`src/rtl/vred_pkg.sv`:
```
// Shared types of the vector sum reduction engine.
package vred_pkg;
    typedef enum logic [1:0] {
        ST_IDLE = 2'd0,   // waiting for a job
        ST_ACC  = 2'd1,   // taking chunks
        ST_RED  = 2'd2,   // halving passes
        ST_DONE = 2'd3    // total offered
    } vred_state_e;
endpackage

```
`src/rtl/vred_ctrl.sv`:
```
// Job sequencer: accepts a job, counts chunks (short remainder chunk first),
// then steps through log2(VL) halving passes and holds the result handshake.
// Assumes VL is a power of two, VL >= 2.
module vred_ctrl
    import vred_pkg::*;
#(
    parameter int VL    = 8,
    parameter int LEN_W = 20,
    parameter int CW    = $clog2(VL + 1),
    parameter int SW    = ($clog2(VL) > 0) ? $clog2(VL) : 1
) (
    input  logic             clk,
    input  logic             rst_n,
    input  logic             start_valid,
    input  logic [LEN_W-1:0] start_len,
    output logic             start_ready,
    input  logic             in_valid,
    output logic             in_ready,
    output logic             res_valid,
    input  logic             res_ready,
    output logic             clr,
    output logic             add_en,
    output logic [CW-1:0]    chunk_len,
    output logic             red_en,
    output logic [SW-1:0]    red_step
);
    localparam int LOG = $clog2(VL);

    vred_state_e      state;
    logic [LEN_W-1:0] remain;
    logic [CW-1:0]    chunk_q;
    logic [SW-1:0]    step_q;
    logic [CW-1:0]    first_len;
    logic [LOG-1:0]   len_mod;

    // Length of the first chunk: the remainder, or a full chunk when none.
    always_comb begin
        len_mod   = start_len[LOG-1:0];
        first_len = (len_mod == '0) ? CW'(VL) : CW'(len_mod);
    end

    // Handshake and datapath strobes decoded from the state.
    always_comb begin
        start_ready = (state == ST_IDLE);
        in_ready    = (state == ST_ACC);
        res_valid   = (state == ST_DONE);
        clr         = start_valid && start_ready;
        add_en      = in_valid && in_ready;
        chunk_len   = chunk_q;
        red_en      = (state == ST_RED);
        red_step    = step_q;
    end

    // Sequencer state, remaining element count and pass counter.
    always_ff @(posedge clk) begin
        if (!rst_n) begin
            state   <= ST_IDLE;
            remain  <= '0;
            chunk_q <= '0;
            step_q  <= '0;
        end else begin
            case (state)
                ST_IDLE: if (start_valid) begin
                    remain  <= start_len;
                    chunk_q <= first_len;
                    step_q  <= '0;
                    state   <= (start_len == '0) ? ST_RED : ST_ACC;
                end
                ST_ACC: if (in_valid) begin
                    remain  <= remain - LEN_W'(chunk_q);
                    chunk_q <= CW'(VL);
                    if (remain == LEN_W'(chunk_q)) state <= ST_RED;
                end
                ST_RED: begin
                    step_q <= step_q + 1'b1;
                    if (step_q == SW'(LOG - 1)) state <= ST_DONE;
                end
                ST_DONE: if (res_ready) state <= ST_IDLE;
                default: state <= ST_IDLE;
            endcase
        end
    end


    one_phase_chk: assert property (@(posedge clk) disable iff (!rst_n)
        $onehot0({start_ready, in_ready, res_valid}));

    chunk_len_chk: assert property (@(posedge clk) disable iff (!rst_n)
        add_en |-> (chunk_len != '0) && (chunk_len <= CW'(VL)));

    res_hold_chk: assert property (@(posedge clk) disable iff (!rst_n)
        res_valid && !res_ready |=> res_valid);

    res_release_chk: assert property (@(posedge clk) disable iff (!rst_n)
        res_valid && res_ready |=> !res_valid && start_ready);
endmodule

```
`src/rtl/vred_lanes.sv`:
```
// Partial-sum bank: VL accumulators of AW bits. Clears on job start, adds a
// masked chunk lane by lane, and on each reduction pass adds the upper half
// of the active lanes into the lower half. Lane 0 holds the total at the end.
module vred_lanes #(
    parameter int VL = 8,
    parameter int W  = 16,
    parameter int AW = 2 * W,
    parameter int CW = $clog2(VL + 1),
    parameter int SW = ($clog2(VL) > 0) ? $clog2(VL) : 1
) (
    input  logic            clk,
    input  logic            rst_n,
    input  logic            clr,
    input  logic            add_en,
    input  logic [CW-1:0]   chunk_len,
    input  logic [VL*W-1:0] in_data,
    input  logic            red_en,
    input  logic [SW-1:0]   red_step,
    output logic [AW-1:0]   sum_out
);
    localparam int LOG  = $clog2(VL);
    localparam int NSEL = 1 << SW;

    logic [AW-1:0] acc [VL];

    for (genvar i = 0; i < VL; i++) begin : g_lane
        logic [AW-1:0] cand [NSEL];
        logic [AW-1:0] partner;
        logic          lane_on;

        // Candidate partner per pass: lane i+VL/2^(k+1) when i is in the lower half.
        for (genvar k = 0; k < NSEL; k++) begin : g_pass
            if (k < LOG && i < (VL >> (k + 1))) begin : g_take
                assign cand[k] = acc[i + (VL >> (k + 1))];
            end else begin : g_none
                assign cand[k] = '0;
            end
        end

        // Select the partner for the current pass and the chunk lane mask.
        always_comb begin
            partner = cand[red_step];
            lane_on = (CW'(i) < chunk_len);
        end

        // Accumulator update: clear, add chunk lane, or fold in partner.
        always_ff @(posedge clk) begin
            if (!rst_n)                  acc[i] <= '0;
            else if (clr)                acc[i] <= '0;
            else if (add_en && lane_on)  acc[i] <= acc[i] + AW'(in_data[i*W +: W]);
            else if (red_en)             acc[i] <= acc[i] + partner;
        end
    end

    assign sum_out = acc[0];


    clear_zero_chk: assert property (@(posedge clk) disable iff (!rst_n)
        clr |=> (acc[0] == '0) && (acc[VL-1] == '0));

    masked_lane_chk: assert property (@(posedge clk) disable iff (!rst_n)
        add_en && (chunk_len == CW'(1)) && !clr |=> $stable(acc[VL-1]));
endmodule

```
`src/rtl/vred_engine.sv`:
```
// Top of the vector sum reduction engine: joins the sequencer and the
// partial-sum bank. Job length in, VL-wide chunks in, one total out.
module vred_engine #(
    parameter int W     = 16,
    parameter int VL    = 8,
    parameter int LEN_W = 20
) (
    input  logic             clk,
    input  logic             rst_n,
    input  logic             start_valid,
    input  logic [LEN_W-1:0] start_len,
    output logic             start_ready,
    input  logic             in_valid,
    input  logic [VL*W-1:0]  in_data,
    output logic             in_ready,
    output logic             res_valid,
    output logic [2*W-1:0]   res_data,
    input  logic             res_ready
);
    localparam int AW = 2 * W;
    localparam int CW = $clog2(VL + 1);
    localparam int SW = ($clog2(VL) > 0) ? $clog2(VL) : 1;

    logic          clr, add_en, red_en;
    logic [CW-1:0] chunk_len;
    logic [SW-1:0] red_step;
    logic [AW-1:0] sum_w;

    vred_ctrl #(.VL(VL), .LEN_W(LEN_W), .CW(CW), .SW(SW)) u_ctrl (
        .clk, .rst_n, .start_valid, .start_len, .start_ready,
        .in_valid, .in_ready, .res_valid, .res_ready,
        .clr, .add_en, .chunk_len, .red_en, .red_step
    );

    vred_lanes #(.VL(VL), .W(W), .AW(AW), .CW(CW), .SW(SW)) u_lanes (
        .clk, .rst_n, .clr, .add_en, .chunk_len, .in_data,
        .red_en, .red_step, .sum_out(sum_w)
    );

    assign res_data = sum_w;


    res_stable_chk: assert property (@(posedge clk) disable iff (!rst_n)
        res_valid && !res_ready |=> $stable(res_data));

    no_chunk_outside_chk: assert property (@(posedge clk) disable iff (!rst_n)
        res_valid |-> !in_ready);
endmodule

```
`config.mk`:
```
export PLATFORM = sky130hd
export DESIGN_NAME = vred_engine
export DESIGN_NICKNAME = d
export VERILOG_FILES = /design/src/rtl/vred_pkg.sv /design/src/rtl/vred_ctrl.sv /design/src/rtl/vred_lanes.sv /design/src/rtl/vred_engine.sv
export SDC_FILE = /design/constraint.sdc
export NUM_CORES = 1
export LEC_CHECK = 0
export BUFFER_PORTS_ARGS = -buffer_cell sky130_fd_sc_hd__buf_2
export CAP_MARGIN = 40
export CELL_PAD_IN_SITES_DETAIL_PLACEMENT = 1
export CELL_PAD_IN_SITES_GLOBAL_PLACEMENT = 1
export CORE_AREA = 2 2 232 462
export CTS_CLUSTER_DIAMETER = 100
export DETAILED_ROUTE_END_ITERATION = 8
export DIE_AREA = 0 0 234 464
export PLACE_DENSITY_LB_ADDON = 0.1
export SYNTH_ARGS = -nofsm -noshare
export SYNTH_HDL_FRONTEND = slang
export SYNTH_SLANG_ARGS = --single-unit
```
`constraint.sdc`:
```
create_clock -name clk -period 4.55 [get_ports clk]
set_input_delay 0.6825 -clock clk [delete_from_list [all_inputs] [get_ports clk]]
set_output_delay 0.6825 -clock clk [all_outputs]
set_load 0.02 [all_outputs]
```
* Word-level counts from Yosys, hierarchy flattened
Memory sizes are Yosys's and may differ from the RTL's. Index checks and enable logic that the tools add are counted.
Operators by class: muxes and demuxes 123, magnitude comparators 9, add/sub/neg operators 18, equality and inequality tests 10, bitwise operators 25, reduce and logical (&&, ||, !) cells 18
Operator list (number):
- 32-bit 2-to-1 mux | 34
- 32-bit binary-select mux with 3-bit select | 4
- 32-bit by 16-bit adder with 32-bit output | 8
- 32-bit adder | 8
- 1-bit 2-to-1 mux | 69
- 20-bit 2-to-1 mux | 2
- 20-bit one-hot mux with 2 select lines | 1
- 1-bit OR | 24
- 20-bit by 4-bit equality test with 1-bit output | 1
- 20-bit zero test | 1
- 20-bit by 4-bit subtractor with 20-bit output | 1
- 3-bit by 4-bit < comparator with 1-bit output (first input constant) | 4
- 2-bit 2-to-1 mux | 6
- 4-bit 2-to-1 mux | 3
- 1-bit logical AND | 10
- 1-bit by 4-bit < comparator with 1-bit output (first input constant) | 2
- 2-bit by 4-bit < comparator with 1-bit output (first input constant) | 2
- 2-bit one-hot mux with 4 select lines | 1
- 4-bit one-hot mux with 2 select lines | 1
- 2-bit by 1-bit != test with 1-bit output (second input constant) | 3
- 3-bit one-hot mux with 2 select lines | 1
- 5-bit AND reduction | 1
- 2-bit equality test (second input constant) | 2
- 4-bit >= comparator (second input constant) | 1
- 11 further kinds | 13
Word-level totals: memory bits (read-only) 256, RAM bits 256, word-level logic and storage cells 209, register bits after elaboration 29, memories 2, bits of input ports 153, output and inout port bits 35
Memory list:
- (name not given) | words 8, width 32, rd ports 1, clocked after Yosys merged registers in 0, write ports 0, line vred_lanes.sv:42 | partner = cand[red_step];
- u_lanes.acc | words 8, width 32, rd ports 8, clocked after Yosys merged registers in 0, write ports 8, line vred_lanes.sv:24 | logic [AW-1:0] acc [VL];

* Logic depth before layout (Yosys ltp)
Gate-level depths: netlist of run 1.
word-level depth 9, mapped depth 19, depth with buffers taken out 16

* Modules after synthesis
From an unflattened synthesis of run 1, not the netlist that was laid out.
Second synthesis, totals: cells, all modules 3075, area, all modules 26937.1 um^2
By module, submodules not included:
- vred_lanes | cells each 2830, seq. area each 7687.4 um^2, area an instance 24960.2 um^2, instances 1
- vred_ctrl | cells each 245, seq. area each 580.6 um^2, area an instance 1976.9 um^2, instances 1

* Least setup slack after synthesis of run 1
Ideal clock, no wire load.
path type flip-flop to flip-flop, start register u_ctrl.state[0], end memory u_lanes.acc[1][64] in the netlist's numbering (enable), setup time 432 ps, path buffers 1, data required time 4118 ps, cell stages (with the launch flop) 10, arrival time 3905 ps, period minus slack after synthesis 4337 ps, setup slack 213 ps, path through dfxtp_1 -> inv_1 -> ha_1 -> a21boi_1 -> nand3_1 -> nor2_1 -> o21ai_1 -> o21bai_1 -> clkbuf_1 -> a21oi_1
RTL lines:
- from (decl) | line vred_ctrl.sv:29 | vred_state_e state;
- from (signal assigned) | line vred_ctrl.sv:67 | state <= (start_len == '0) ? ST_RED : ST_ACC;
- to (decl) | line vred_lanes.sv:24

==> metrics.yaml, run 1 <==
worstHoldPathCells: 3
path_cells: "or2_2 -> nor2_4 -> buf_4 -> and2_1 -> ha_1 -> and2_1 -> a221o_1 -> a211o_1 -> o211a_1 -> o21a_1 -> o31ai_2 -> a21oi_1 -> a21oi_1 -> xor2_1 -> o22ai_1"
cts_tree: "done"
cts_made_buffers: 37
ir_drop_v: 0.000224
cp_slowest_cell: "or2_2"
wl_mm: 105
fmax_ghz: 0.235
power.leakage_nw: 12.7
worstSetupPathType: "register to register"
dieArea_um2: 109000
grt_pass1_wl_mm: 160
antenna_found_initial: 3
yosys-top-cells-count: "nor2_1, ha_1, a21oi_1, edfxtp_1, nand2_1"
rsz0062_at_grt: "no"
reg2reg_from: "u_ctrl.red_step[2]$_SDFFE_PN0P_"
synth-seq-cells: 285
initial_core_util_pct: 25.8
syn_inst: 3088
ff2ff_path_depth: 15
post-route-min-period_ns: 4.25
postRouteAntennaNets: 0
post_drt_wl_per_cell_um: 22.7
fp.coreArea_um2: 105000
num_io_pins: 188
power.density_nw_per_um2: 603
post-synth-top-count-cell: "nor2_1"
vias_per_cell: 5.21
vias: 24109
end_kind: "register"
synth-edff-count: 256
worstHoldStart: "start_len[0]"
drt_iter0_drc: 895
yosysWarnings: 0
dpl_cell_area_um2: 29600
synth-simple-area-share_pct: 18.6
first_pass_iters: 4
hold_end: "u_ctrl.chunk_len[0]$_SDFFE_PN0P_"
synth_seq_area_share_pct: 30.6
holdBufCountCts: 0
cts.sinks: 285
finalHoldViolations: 0
fin_area_um2: 30900
root_buffer: "clkbuf_16"
grt_pass1_vias: 26444
drc_errors: 0
gp_congestion: 0.884
row_count: 168
reg2reg_slack_ns: 0.30
synthFlopType: "edfxtp_1"
synthMuxAreaShare_pct: 2.55
crit_fanout: 29
final_nets: 3671
grt.total_usage_pct: 19.1
outcome: "finished, final reports clean"
yosysUniqueCellTypes: 91
drive_above_1_share_pct: 11.6
synth-adder-area-share_pct: 13.1
arrival_ns: 4.55
setup_viol: 0
ys_async_sr_fraction_pct: 0
setup_tns_ns: 0
clk_latency_ns: 0.60
synth_top_family_by_area: "compound AO/OA/AOI/OAI gates"
die_h_um: 464
drv.max_cap_violation_count: 0
chipWidth_um: 234
cts_max_level: 2
worstHoldPathType: "primary input to register"
synth_largest_area_cell: "edfxtp_1"
syn_area_per_cell_um2: 8.76
grt_start_max_net_pins: 56
syn_area_um2: 27000
cp-start-kind: "register"
relSlewSlack_pct: 44.5
finalClockSkew_ns: 0.0299
cts_buffer_depth: 3
dp_hpwl_mm: 85.6
crit_path_max_incr_delay_ns: 0.44
path_clk_slew_ns: 0.06
synthTopCellsByArea: "edfxtp_1, ha_1, xnor2_1"
synth_fp_nets: 3517
synth_compound_area_share_pct: 21.9
port_buffers: 187
synth_top_area_share_pct: 28.4
worst-slew-pin-transition_ns: 0.812
slew_viol_final: 0
period_share_pct: 93.4
timing.rr.end: "u_lanes.acc[0][94]$_DFFE_PP_"
grt-ovfl-total: 0
area_delta_synth_final_pct: 14.1
cp.required_ns: 4.85
yosys.area_share.xor_xnor_pct: 9.55
[cells in the final DEF (no fill, tap or decap), types with 106 or more instances in the layout]
cell type and instances:
a21oi_1 253, buf_2 188, edfxtp_1 256, ha_1 263, nand2_1 183, nor2_1 315, o21ai_0 146, o22ai_1 106
xnor2_1 168, xor2_1 127
[area by class of cell]
cell class                 count  area (um2)
multi-input combinational   2570       17900
clock buffer                  44         995
fill                       12206       74000
antenna                        1        2.50
timing repair buffer         254        1490
inverter                      94         353
clock inverter                23         186
tap                         1360        1700
sequential                   285        8270
[worst max-delay path: cells and delay by family, from the launching register on]
family	cells	cell delay, ns
xor gates and xnor gates	1	0.18
buffers and inverters	1	0.27
AOI/OAI and AO/OA	8	1.94
and+or+nand+nor	4	0.98
DFF	1	0.30
adders and majority gates	1	0.28
[metrics by stage]
| step | setup slack (ns) | hold slack, ns | instances | power (mW) | utilization [%] |
|---|---|---|---|---|---|
| 2_1_floorplan | 0.213 | 0.465 | 3088 | 12.2 | - |
| 3_3_place_gp | -0.00385 | 0.482 | 4559 | 15.4 | 28.2 |
| 3_5_place_dp | -0.0591 | 0.505 | 4562 | 15.7 | 28.3 |
| 4_1_cts | 0.0496 | 0.387 | 4630 | 18.9 | 29.4 |
| 5_1_grt | 0.0471 | 0.423 | 4630 | 20.1 | 29.4 |
| 6_report | 0.301 | 0.434 | 4631 | 18.6 | 29.4 |
[how the worst max path moves through the flow]
stage | from | end | slack (ns) | cells after the start
2_1_floorplan | u_ctrl.state[0]$_SDFFE_PN0P_ | u_lanes.acc[1][64]$_SDFFCE_PN0P_ | 0.21 | 9
3_3_place_gp | u_ctrl.red_step[0]$_SDFFE_PN0P_ | u_lanes.acc[0][28]$_DFFE_PP_ | -0.004 | 16
3_5_place_dp | u_ctrl.red_step[0]$_SDFFE_PN0P_ | u_lanes.acc[0][28]$_DFFE_PP_ | -0.06 | 16
4_1_cts | u_ctrl.red_step[0]$_SDFFE_PN0P_ | u_lanes.acc[0][28]$_DFFE_PP_ | 0.05 | 16
5_1_grt | u_ctrl.red_step[2]$_SDFFE_PN0P_ | u_lanes.acc[0][94]$_DFFE_PP_ | 0.05 | 15
6_report | u_ctrl.red_step[2]$_SDFFE_PN0P_ | u_lanes.acc[0][94]$_DFFE_PP_ | 0.30 | 15
[where the power goes]
part / internal (mW) / switching (mW)
combinational: 4.09 / 6.22
clock: 1.73 / 1.35
sequential: 3.93 / 1.28
[layer usage]
metal / GRT usage (%) / vias up / wire length, um
met4: 5.57 / 2 / 2970
li1: - / 11734 / -
met1: 20.8 / 11963 / 41600
met2: 38.1 / 296 / 58300
met5: 0 / - / 7
met3: 1.65 / 114 / 2100
[logic make-up (layout without fill, tap and decap cells)]
group	Yosys count	count (layout)
AO/OA/AOI/OAI	909	909
XOR/XNOR	295	295
adder cells (fa/ha/maj)	276	276
buffers and inverters	233	415
flip-flops	285	285
multiplexers	69	69
other	0	1
AND/OR/NAND/NOR	1021	1021
[flip-flops by register name, summed over array words and instances, names as in the netlist]
register and flops:
u_lanes.acc 256, u_ctrl.remain 20, u_ctrl.chunk_len 4, u_ctrl.red_step 3, u_ctrl.state 2
[what timing repair did]
| item | 4_1_cts | 5_1_grt |
|---|---|---|
| setup buffers | 1 | 0 |
| setup endpoints to repair | 1 | 2 |
| gates resized for setup | 0 | 2 |
(Power assumes the default switching activity.)
==> run 2: changes to the inputs <==
--- a/config.mk
+++ b/config.mk
@@ -5,14 +5,15 @@
 export SDC_FILE = /design/constraint.sdc
 export NUM_CORES = 1
 export LEC_CHECK = 0
+export ABC_AREA = 1
 export BUFFER_PORTS_ARGS = -buffer_cell sky130_fd_sc_hd__buf_2
 export CAP_MARGIN = 40
 export CELL_PAD_IN_SITES_DETAIL_PLACEMENT = 1
 export CELL_PAD_IN_SITES_GLOBAL_PLACEMENT = 1
-export CORE_AREA = 2 2 232 462
+export CORE_AREA = 2 2 266 530
 export CTS_CLUSTER_DIAMETER = 100
 export DETAILED_ROUTE_END_ITERATION = 8
-export DIE_AREA = 0 0 234 464
+export DIE_AREA = 0 0 268 532
 export PLACE_DENSITY_LB_ADDON = 0.1
 export SYNTH_ARGS = -nofsm -noshare
 export SYNTH_HDL_FRONTEND = slang
==> metrics.yaml, run 2 <==
synth-seq-cells: 285  # unchanged
synthTopCellsByArea: "nand2_1, edfxtp_1, inv_1"  # was edfxtp_1, ha_1, xnor2_1
chipWidth_um: 268  # was 234 um
synth_fp_nets: 6610  # was 3517
slew_viol_final: 0  # unchanged
num_io_pins: 188  # unchanged
worst-slew-pin-transition_ns: 0.972  # was 0.812 ns
grt_use_met3_pct: 3.39  # was 1.65%
drv.max_cap_violation_count: 0  # unchanged
synth-edff-count: 256  # unchanged
crit_path_max_incr_delay_ns: 0.54  # was 0.44 ns
antenna_found_initial: 15  # was 3
vias_per_cell: 4.92  # was 5.21
finalHoldViolations: 0  # unchanged
outcome: "finished, final reports clean"  # unchanged
p_clk_share_pct: 15.6  # was 16.6%
cts_buffer_depth: 3  # unchanged
crit_top_cell: "nand3_1"
dpl_cell_area_um2: 38900  # was 29600 um2
fmax_ghz: 0.225  # was 0.235 GHz
period_share_pct: 97.7  # was 93.4%
grt_busiest_layer: "met2"  # unchanged
reg2reg_slack_ns: 0.11  # was 0.30 ns
holdBufCountCts: 0  # unchanged
area_delta_synth_final_pct: 12.7  # was 14.1%
synth_largest_area_cell: "nand2_1"  # was edfxtp_1
synth_top_area_share_pct: 23.7  # was 28.4%
grt.total_usage_pct: 27.1  # was 19.1%
end_kind: "register"  # unchanged
power_frac_seq_pct: 24.1  # was 28.0%
grt_pass1_vias: 43596  # was 26.4k
largest_reg_flops: 256  # unchanged
synthFlopType: "edfxtp_1"  # unchanged
path_cells: "inv_2 -> nand3_1 -> buf_4 -> o22ai_1 -> ha_1 -> nand2_1 -> nor2_1 -> inv_1 -> nor2_1 -> nand4_1 -> nand3_1 -> nand2_1 -> nand3_1 -> o21ai_1"  # was or2_2 -> nor2_4 -> buf_4 -> and2_1 -> ha_1 -> and2_1 -> a221o_1 -> a211o_1 -> o211a_1 -> o21a_1 -> o31ai_2 -> a21oi_1 -> a21oi_1 -> xor2_1 -> o22ai_1
path_clk_slew_ns: 0.06  # about the same
relSlewSlack_pct: 34.5  # was 44.5%
worstSetupPathType: "register to register"  # unchanged
drt_iter0_drc: 1545  # was 895
cp-start-kind: "register"  # unchanged
layout_commonest_cell: "nand2_1"  # was nor2_1
setup_tns_ns: 0  # unchanged
ys_async_sr_fraction_pct: 0  # unchanged
vias: 40604  # was 24.1k
drive_above_1_share_pct: 5.59  # was 11.6%
cts_max_level: 2  # unchanged
crit_family: "simple AND/OR/NAND/NOR gates"  # was compound AO/OA/AOI/OAI gates
combPwrFrac_pct: 60.3  # was 55.4%
yosysWarnings: 0  # unchanged
yosys-top-cells-count: "nand2_1, inv_1, nor2_1, nand3_1, a21oi_1"  # was nor2_1, ha_1, a21oi_1, edfxtp_1, nand2_1
ir_drop_v: 0.000269  # was 0.000224 V
cts.sinks: 285  # unchanged
fin_util_pct: 29.1  # was 29.4%
power.leakage_nw: 21.0  # was 12.7 nW
hold_ws_ns: 0.401  # was 0.434 ns
fin_area_um2: 40200  # was 30900 um2
arrival_ns: 4.81  # was 4.55 ns
syn_inst: 6181  # was 3088
cts_resized: 0  # unchanged
finalClockSkew_ns: 0.0281  # was 0.0299 ns
cts_tree: "done"  # unchanged
first_pass_iters: 7  # was 4
root_buffer: "clkbuf_16"  # unchanged
post-synth-top-count-cell: "nand2_1"  # was nor2_1
crit_fanout: 30  # was 29
die_h_um: 532  # was 464 um
cts_setup_buffers: 0  # was 1
final_cell_mix: "nand2_1, inv_1, nor2_1, nand3_1, a21oi_1"  # was nor2_1, ha_1, edfxtp_1, a21oi_1, buf_2
met2_usage_pct: 55.2  # was 38.1%
gp_congestion: 0.947  # was 0.884
worstHoldPathType: "primary input to register"  # unchanged
post-route-min-period_ns: 4.44  # was 4.25 ns
regMostFlops: "u_lanes.acc"  # unchanged
path_buf_inv: 3  # was 1
clk_latency_ns: 0.63  # was 0.60 ns
reg_top3: "u_lanes.acc: 256 flops, u_ctrl.remain: 20 flops, u_ctrl.chunk_len: 4 flops"  # unchanged
rsz0062_at_grt: "no"  # unchanged
dp_hpwl_mm: 167  # was 85.6 mm
syn_area_um2: 35700  # was 27000 um2
p_int_mw: 9.54  # was 9.76 mW
post_drt_wl_per_cell_um: 23.7  # was 22.7 um
fp.coreArea_um2: 138000  # was 105000 um2
drc_errors: 0  # unchanged
swShare_pct: 56.8  # was 47.5%
syn_area_per_cell_um2: 5.78  # was 8.76 um2
synth_seq_area_share_pct: 23.2  # was 30.6%
yosysUniqueCellTypes: 43  # was 91
cp_slowest_cell: "nor2_1"  # was or2_2
cp.required_ns: 4.92  # was 4.85 ns
cts_made_buffers: 39  # was 37
initial_core_util_pct: 25.8  # about the same
power.switching_mw: 12.5  # was 8.85 mW
setup_viol: 0  # unchanged
grt_pass1_wl_mm: 280  # was 160 mm
wl_mm: 196  # was 105 mm
row_count: 193  # was 168
final_nets: 6788  # was 3671
power.density_nw_per_um2: 548  # was 603 nW/um2
dieArea_um2: 143000  # was 109000 um2
port_buffers: 187  # unchanged
grt-ovfl-total: 0  # unchanged
postRouteAntennaNets: 0  # unchanged
grt_start_max_net_pins: 78  # was 56
globalRouteMet1Util_pct: 22.1  # was 20.8%
run 2: changes by cell type in the layout (fill, tap and decap cells not counted), moves of 69 or more:
cell,previous run,this run
a21o_1,101,3
inv_1,93,1036
mux2i_1,69,0
nand2_1,183,2253
nand3_1,89,487
nor2_1,315,711
o21ai_0,146,241
o22ai_1,106,28
xnor2_1,168,31
xor2_1,127,14
run 2: through the flow:
| stage | power (mW) | std cells | setup slack, ns |
|---|---|---|---|
| after floorplan | 12.9 | 6181 | 0.887 |
| after global placement | 18.5 | 8165 | 0.351 |
| after detailed placement | 18.6 | 8170 | 0.283 |
| after CTS | 22.2 | 8242 | 0.234 |
| after global routing | 23.6 | 8243 | 0.0516 |
| final | 22.1 | 8248 | 0.106 |
run 2: worst register-to-register path, cell delays in order (launching register included):
cell     delay (ns)
dfxtp_4        0.36
inv_2          0.37
nand3_1        0.24
buf_4          0.30
o22ai_1        0.40
ha_1           0.30
nand2_1        0.15
nor2_1         0.54
inv_1          0.09
nor2_1         0.51
nand4_1        0.46
nand3_1        0.23
nand2_1        0.08
nand3_1        0.08
o21ai_1        0.07
run 2: final cells by class:
type / instances / area [um2]
antenna: 6 / 15.0
inverter: 1045 / 3930
clock buffer: 46 / 1040
sequential: 285 / 8270
fill: 18217 / 98100
tap: 1852 / 2320
multi-input combinational: 4743 / 23000
clock inverter: 26 / 267
timing repair buffer: 245 / 1430
run 2: path summary, 6_finish.rpt:
path                                          from                          endpoint  cells past startpoint
setup reg to reg   u_ctrl.red_step[0]$_SDFFE_PN0P_      u_lanes.acc[0][18]$_DFFE_PP_                     14
hold / removal                        start_len[2]  u_ctrl.chunk_len[2]$_SDFFE_PN0P_                      3
setup / recovery   u_ctrl.red_step[0]$_SDFFE_PN0P_      u_lanes.acc[0][18]$_DFFE_PP_                     14
hold reg to reg   u_ctrl.chunk_len[2]$_SDFFE_PN0P_  u_ctrl.chunk_len[2]$_SDFFE_PN0P_                      2
run 2: power by group through the flow:
stage / Clock [mW] / Combinational (mW) / Sequential [mW]
floorplan: 0 / 8.43 / 4.49
global placement: 0 / 13.1 / 5.35
detailed placement: 0 / 13.3 / 5.36
CTS: 3.57 / 13.3 / 5.31
global route: 3.59 / 14.7 / 5.37
finish: 3.45 / 13.3 / 5.32
run 2: metal layers:
layer / wire, um / vias up / part of all wire (%)
met5: 119 / - / 0.061
met4: 19600 / 18 / 10
met3: 6250 / 480 / 3.2
met2: 110000 / 802 / 56
met1: 59600 / 19272 / 30
li1: - / 20032 / -
run 2: logic make-up after synthesis:
| logic type | Yosys count | share of synthesized area, % |
|---|---|---|
| AO/OA/AOI/OAI | 677 | 10.2 |
| XOR/XNOR | 45 | 1.10 |
| adder cells (fa/ha/maj) | 276 | 9.95 |
| buffers and inverters | 1153 | 12.6 |
| flip-flops | 285 | 23.2 |
| AND/OR/NAND/NOR | 3745 | 43.0 |
==> run 3: changes to the inputs <==
--- a/config.mk
+++ b/config.mk
@@ -15,6 +15,7 @@
 export DETAILED_ROUTE_END_ITERATION = 8
 export DIE_AREA = 0 0 268 532
 export PLACE_DENSITY_LB_ADDON = 0.1
+export REMOVE_ABC_BUFFERS = 1
 export SYNTH_ARGS = -nofsm -noshare
 export SYNTH_HDL_FRONTEND = slang
 export SYNTH_SLANG_ARGS = --single-unit
==> constraint.sdc (replaced) <==
create_clock -name clk -period 4.8 [get_ports clk]
set_input_delay 0.72 -clock clk [delete_from_list [all_inputs] [get_ports clk]]
set_output_delay 0.72 -clock clk [all_outputs]
set_load 0.02 [all_outputs]
==> metrics.yaml, run 3 (synthesized netlist as in run 2, its figures left out) <==
outcome: "finished, final reports clean"  # unchanged
grt_pass1_wl_mm: 272  # was 280 mm
fp.coreArea_um2: 138000  # unchanged
dpl_cell_area_um2: 38800  # was 38900 um2
crit_fanout: 78  # was 30
die_h_um: 532  # unchanged
postRouteAntennaNets: 0  # unchanged
post-route-min-period_ns: 3.71  # was 4.44 ns
fin_area_um2: 40200  # about the same
gp_congestion: 0.944  # was 0.947
multi_input_area_um2: 23000  # about the same
finalClockSkew_ns: 0.0424  # was 0.0281 ns
area_delta_synth_final_pct: 12.6  # was 12.7%
drc_errors: 0  # unchanged
layout_commonest_cell: "nand2_1"  # unchanged
vias_per_cell: 4.88  # was 4.92
period_share_pct: 77.2  # was 97.7%
reg_top3: "u_lanes.acc: 256 flops, u_ctrl.remain: 20 flops, u_ctrl.chunk_len: 4 flops"  # unchanged
slew_viol_final: 0  # unchanged
root_buffer: "clkbuf_16"  # unchanged
cts_buffer_depth: 3  # unchanged
cts_made_buffers: 39  # unchanged
worstHoldPathType: "primary input to register"  # unchanged
arrival_ns: 4.06  # was 4.81 ns
power_mw: 20.6  # was 22.1 mW
chipWidth_um: 268  # unchanged
worstHoldStart: "start_len[7]"  # was start_len[2]
grt-ovfl-total: 0  # unchanged
power.density_nw_per_um2: 512  # was 548 nW/um2
post_drt_wl_per_cell_um: 22.9  # was 23.7 um
dieArea_um2: 143000  # unchanged
rsz0062_at_grt: "no"  # unchanged
first_pass_iters: 5  # was 7
cts_max_level: 2  # unchanged
reg2reg_from: "u_ctrl.red_step[1]$_SDFFE_PN0P_"  # was u_ctrl.red_step[0]$_SDFFE_PN0P_
grt_start_max_net_pins: 78  # unchanged
setup_viol: 0  # unchanged
cp-start-kind: "register"  # unchanged
regMostFlops: "u_lanes.acc"  # unchanged
finalHoldViolations: 0  # unchanged
seqCellArea_um2: 8270  # unchanged
clk_latency_ns: 0.62  # was 0.63 ns
dp_hpwl_mm: 162  # was 167 mm
num_io_pins: 188  # unchanged
wl_mm: 188  # was 196 mm
setup_tns_ns: 0  # unchanged
path_clk_slew_ns: 0.06  # about the same
drive_above_1_share_pct: 5.49  # was 5.59%
end_kind: "register"  # unchanged
vias: 40172  # was 40.6k
ir_drop_v: 0.000239  # was 0.000269 V
reg2reg_slack_ns: 1.09  # was 0.11 ns
drt_iter0_drc: 1513  # was 1545
port_buffers: 187  # unchanged
row_count: 193  # unchanged
worst-slew-pin-transition_ns: 0.871  # was 0.972 ns
critPathLaunch: "u_ctrl.red_step[1]$_SDFFE_PN0P_"  # was u_ctrl.red_step[0]$_SDFFE_PN0P_
worstSetupPathType: "register to register"  # unchanged
cts_setup_buffers: 0  # unchanged
final_cell_mix: "nand2_1, inv_1, nor2_1, nand3_1, a21oi_1"  # unchanged
largest_reg_flops: 256  # unchanged
power.leakage_nw: 20.9  # was 21.0 nW
final_nets: 6777  # was 6788
nFillCells: 18194  # about the same
initial_core_util_pct: 25.8  # unchanged
antenna_found_initial: 12  # was 15
grt.total_usage_pct: 26.1  # was 27.1%
cts.sinks: 285  # unchanged
cts_resized: 0  # unchanged
cp.required_ns: 5.15  # was 4.92 ns
fmax_ghz: 0.270  # was 0.225 GHz
holdBufCountCts: 0  # unchanged
cts_tree: "done"  # unchanged
grt_pass1_vias: 42749  # was 43.6k
relSlewSlack_pct: 41.3  # was 34.5%
drv.max_cap_violation_count: 0  # unchanged
[run 3: worst paths after layout]
kind / endpoint / cells after the start
min: u_ctrl.remain[7]$_SDFFE_PN0P_ / 3
max reg2reg: u_lanes.acc[0][116]$_DFFE_PP_ / 14
max: u_lanes.acc[0][116]$_DFFE_PP_ / 14
min reg2reg: u_ctrl.remain[19]$_SDFFE_PN0P_ / 2
[run 3: final cells by class]
cell class | instances | area share (%)
repair buffers | 234 | 3.23
inverters | 1045 | 9.77
diodes | 3 | 0.0187
flip-flops and latches | 285 | 20.6
well taps | 1852 | 5.77
clock buffers | 44 | 2.55
clock inverters | 27 | 0.878
multi-input cells | 4743 | 57.2
[run 3: critical path, stage by stage (launching register included)]
cell,delay [ns]
dfxtp_1,0.38
nor2_4,0.15
buf_12,0.36
nand2_1,0.22
nor2_1,0.63
ha_1,0.31
nand2_1,0.13
nor2_1,0.14
inv_1,0.09
nor2_1,0.30
nand4_1,0.28
nand3b_1,0.19
nand2_1,0.06
nand2_1,0.06
o21ai_0,0.08
[run 3: per-layer routing]
metal  routed length [um]  up-vias  global-route usage, %
li1                     -    19981                      -
met5                  115        -                      0
met2               107000      660                   53.7
met4                16400       18                   19.1
met1                60800    19129                   22.5
met3                 4160      384                   2.25
[run 3: power breakdown]
part / internal, mW / switching (mW) / total (mW) / leakage [nW]
sequential: 3.69 / 1.33 / 5.01 / 3.01
combinational: 3.46 / 8.71 / 12.2 / 17.2
clock: 1.93 / 1.46 / 3.39 / 0.658
total: 9.08 / 11.5 / 20.6 / 20.9
[run 3: stage by stage]
| stage | utilization (%) | hold slack [ns] | std cells | worst slack (ns) |
|---|---|---|---|---|
| floorplan | - | 0.458 | 6073 | -1.02 |
| global placement | 28.0 | 0.472 | 8152 | 1.10 |
| detailed placement | 28.0 | 0.475 | 8159 | 1.09 |
| CTS | 29.0 | 0.368 | 8230 | 1.09 |
| global route | 29.0 | 0.412 | 8231 | 0.903 |
| finish | 29.0 | 0.412 | 8233 | 1.09 |
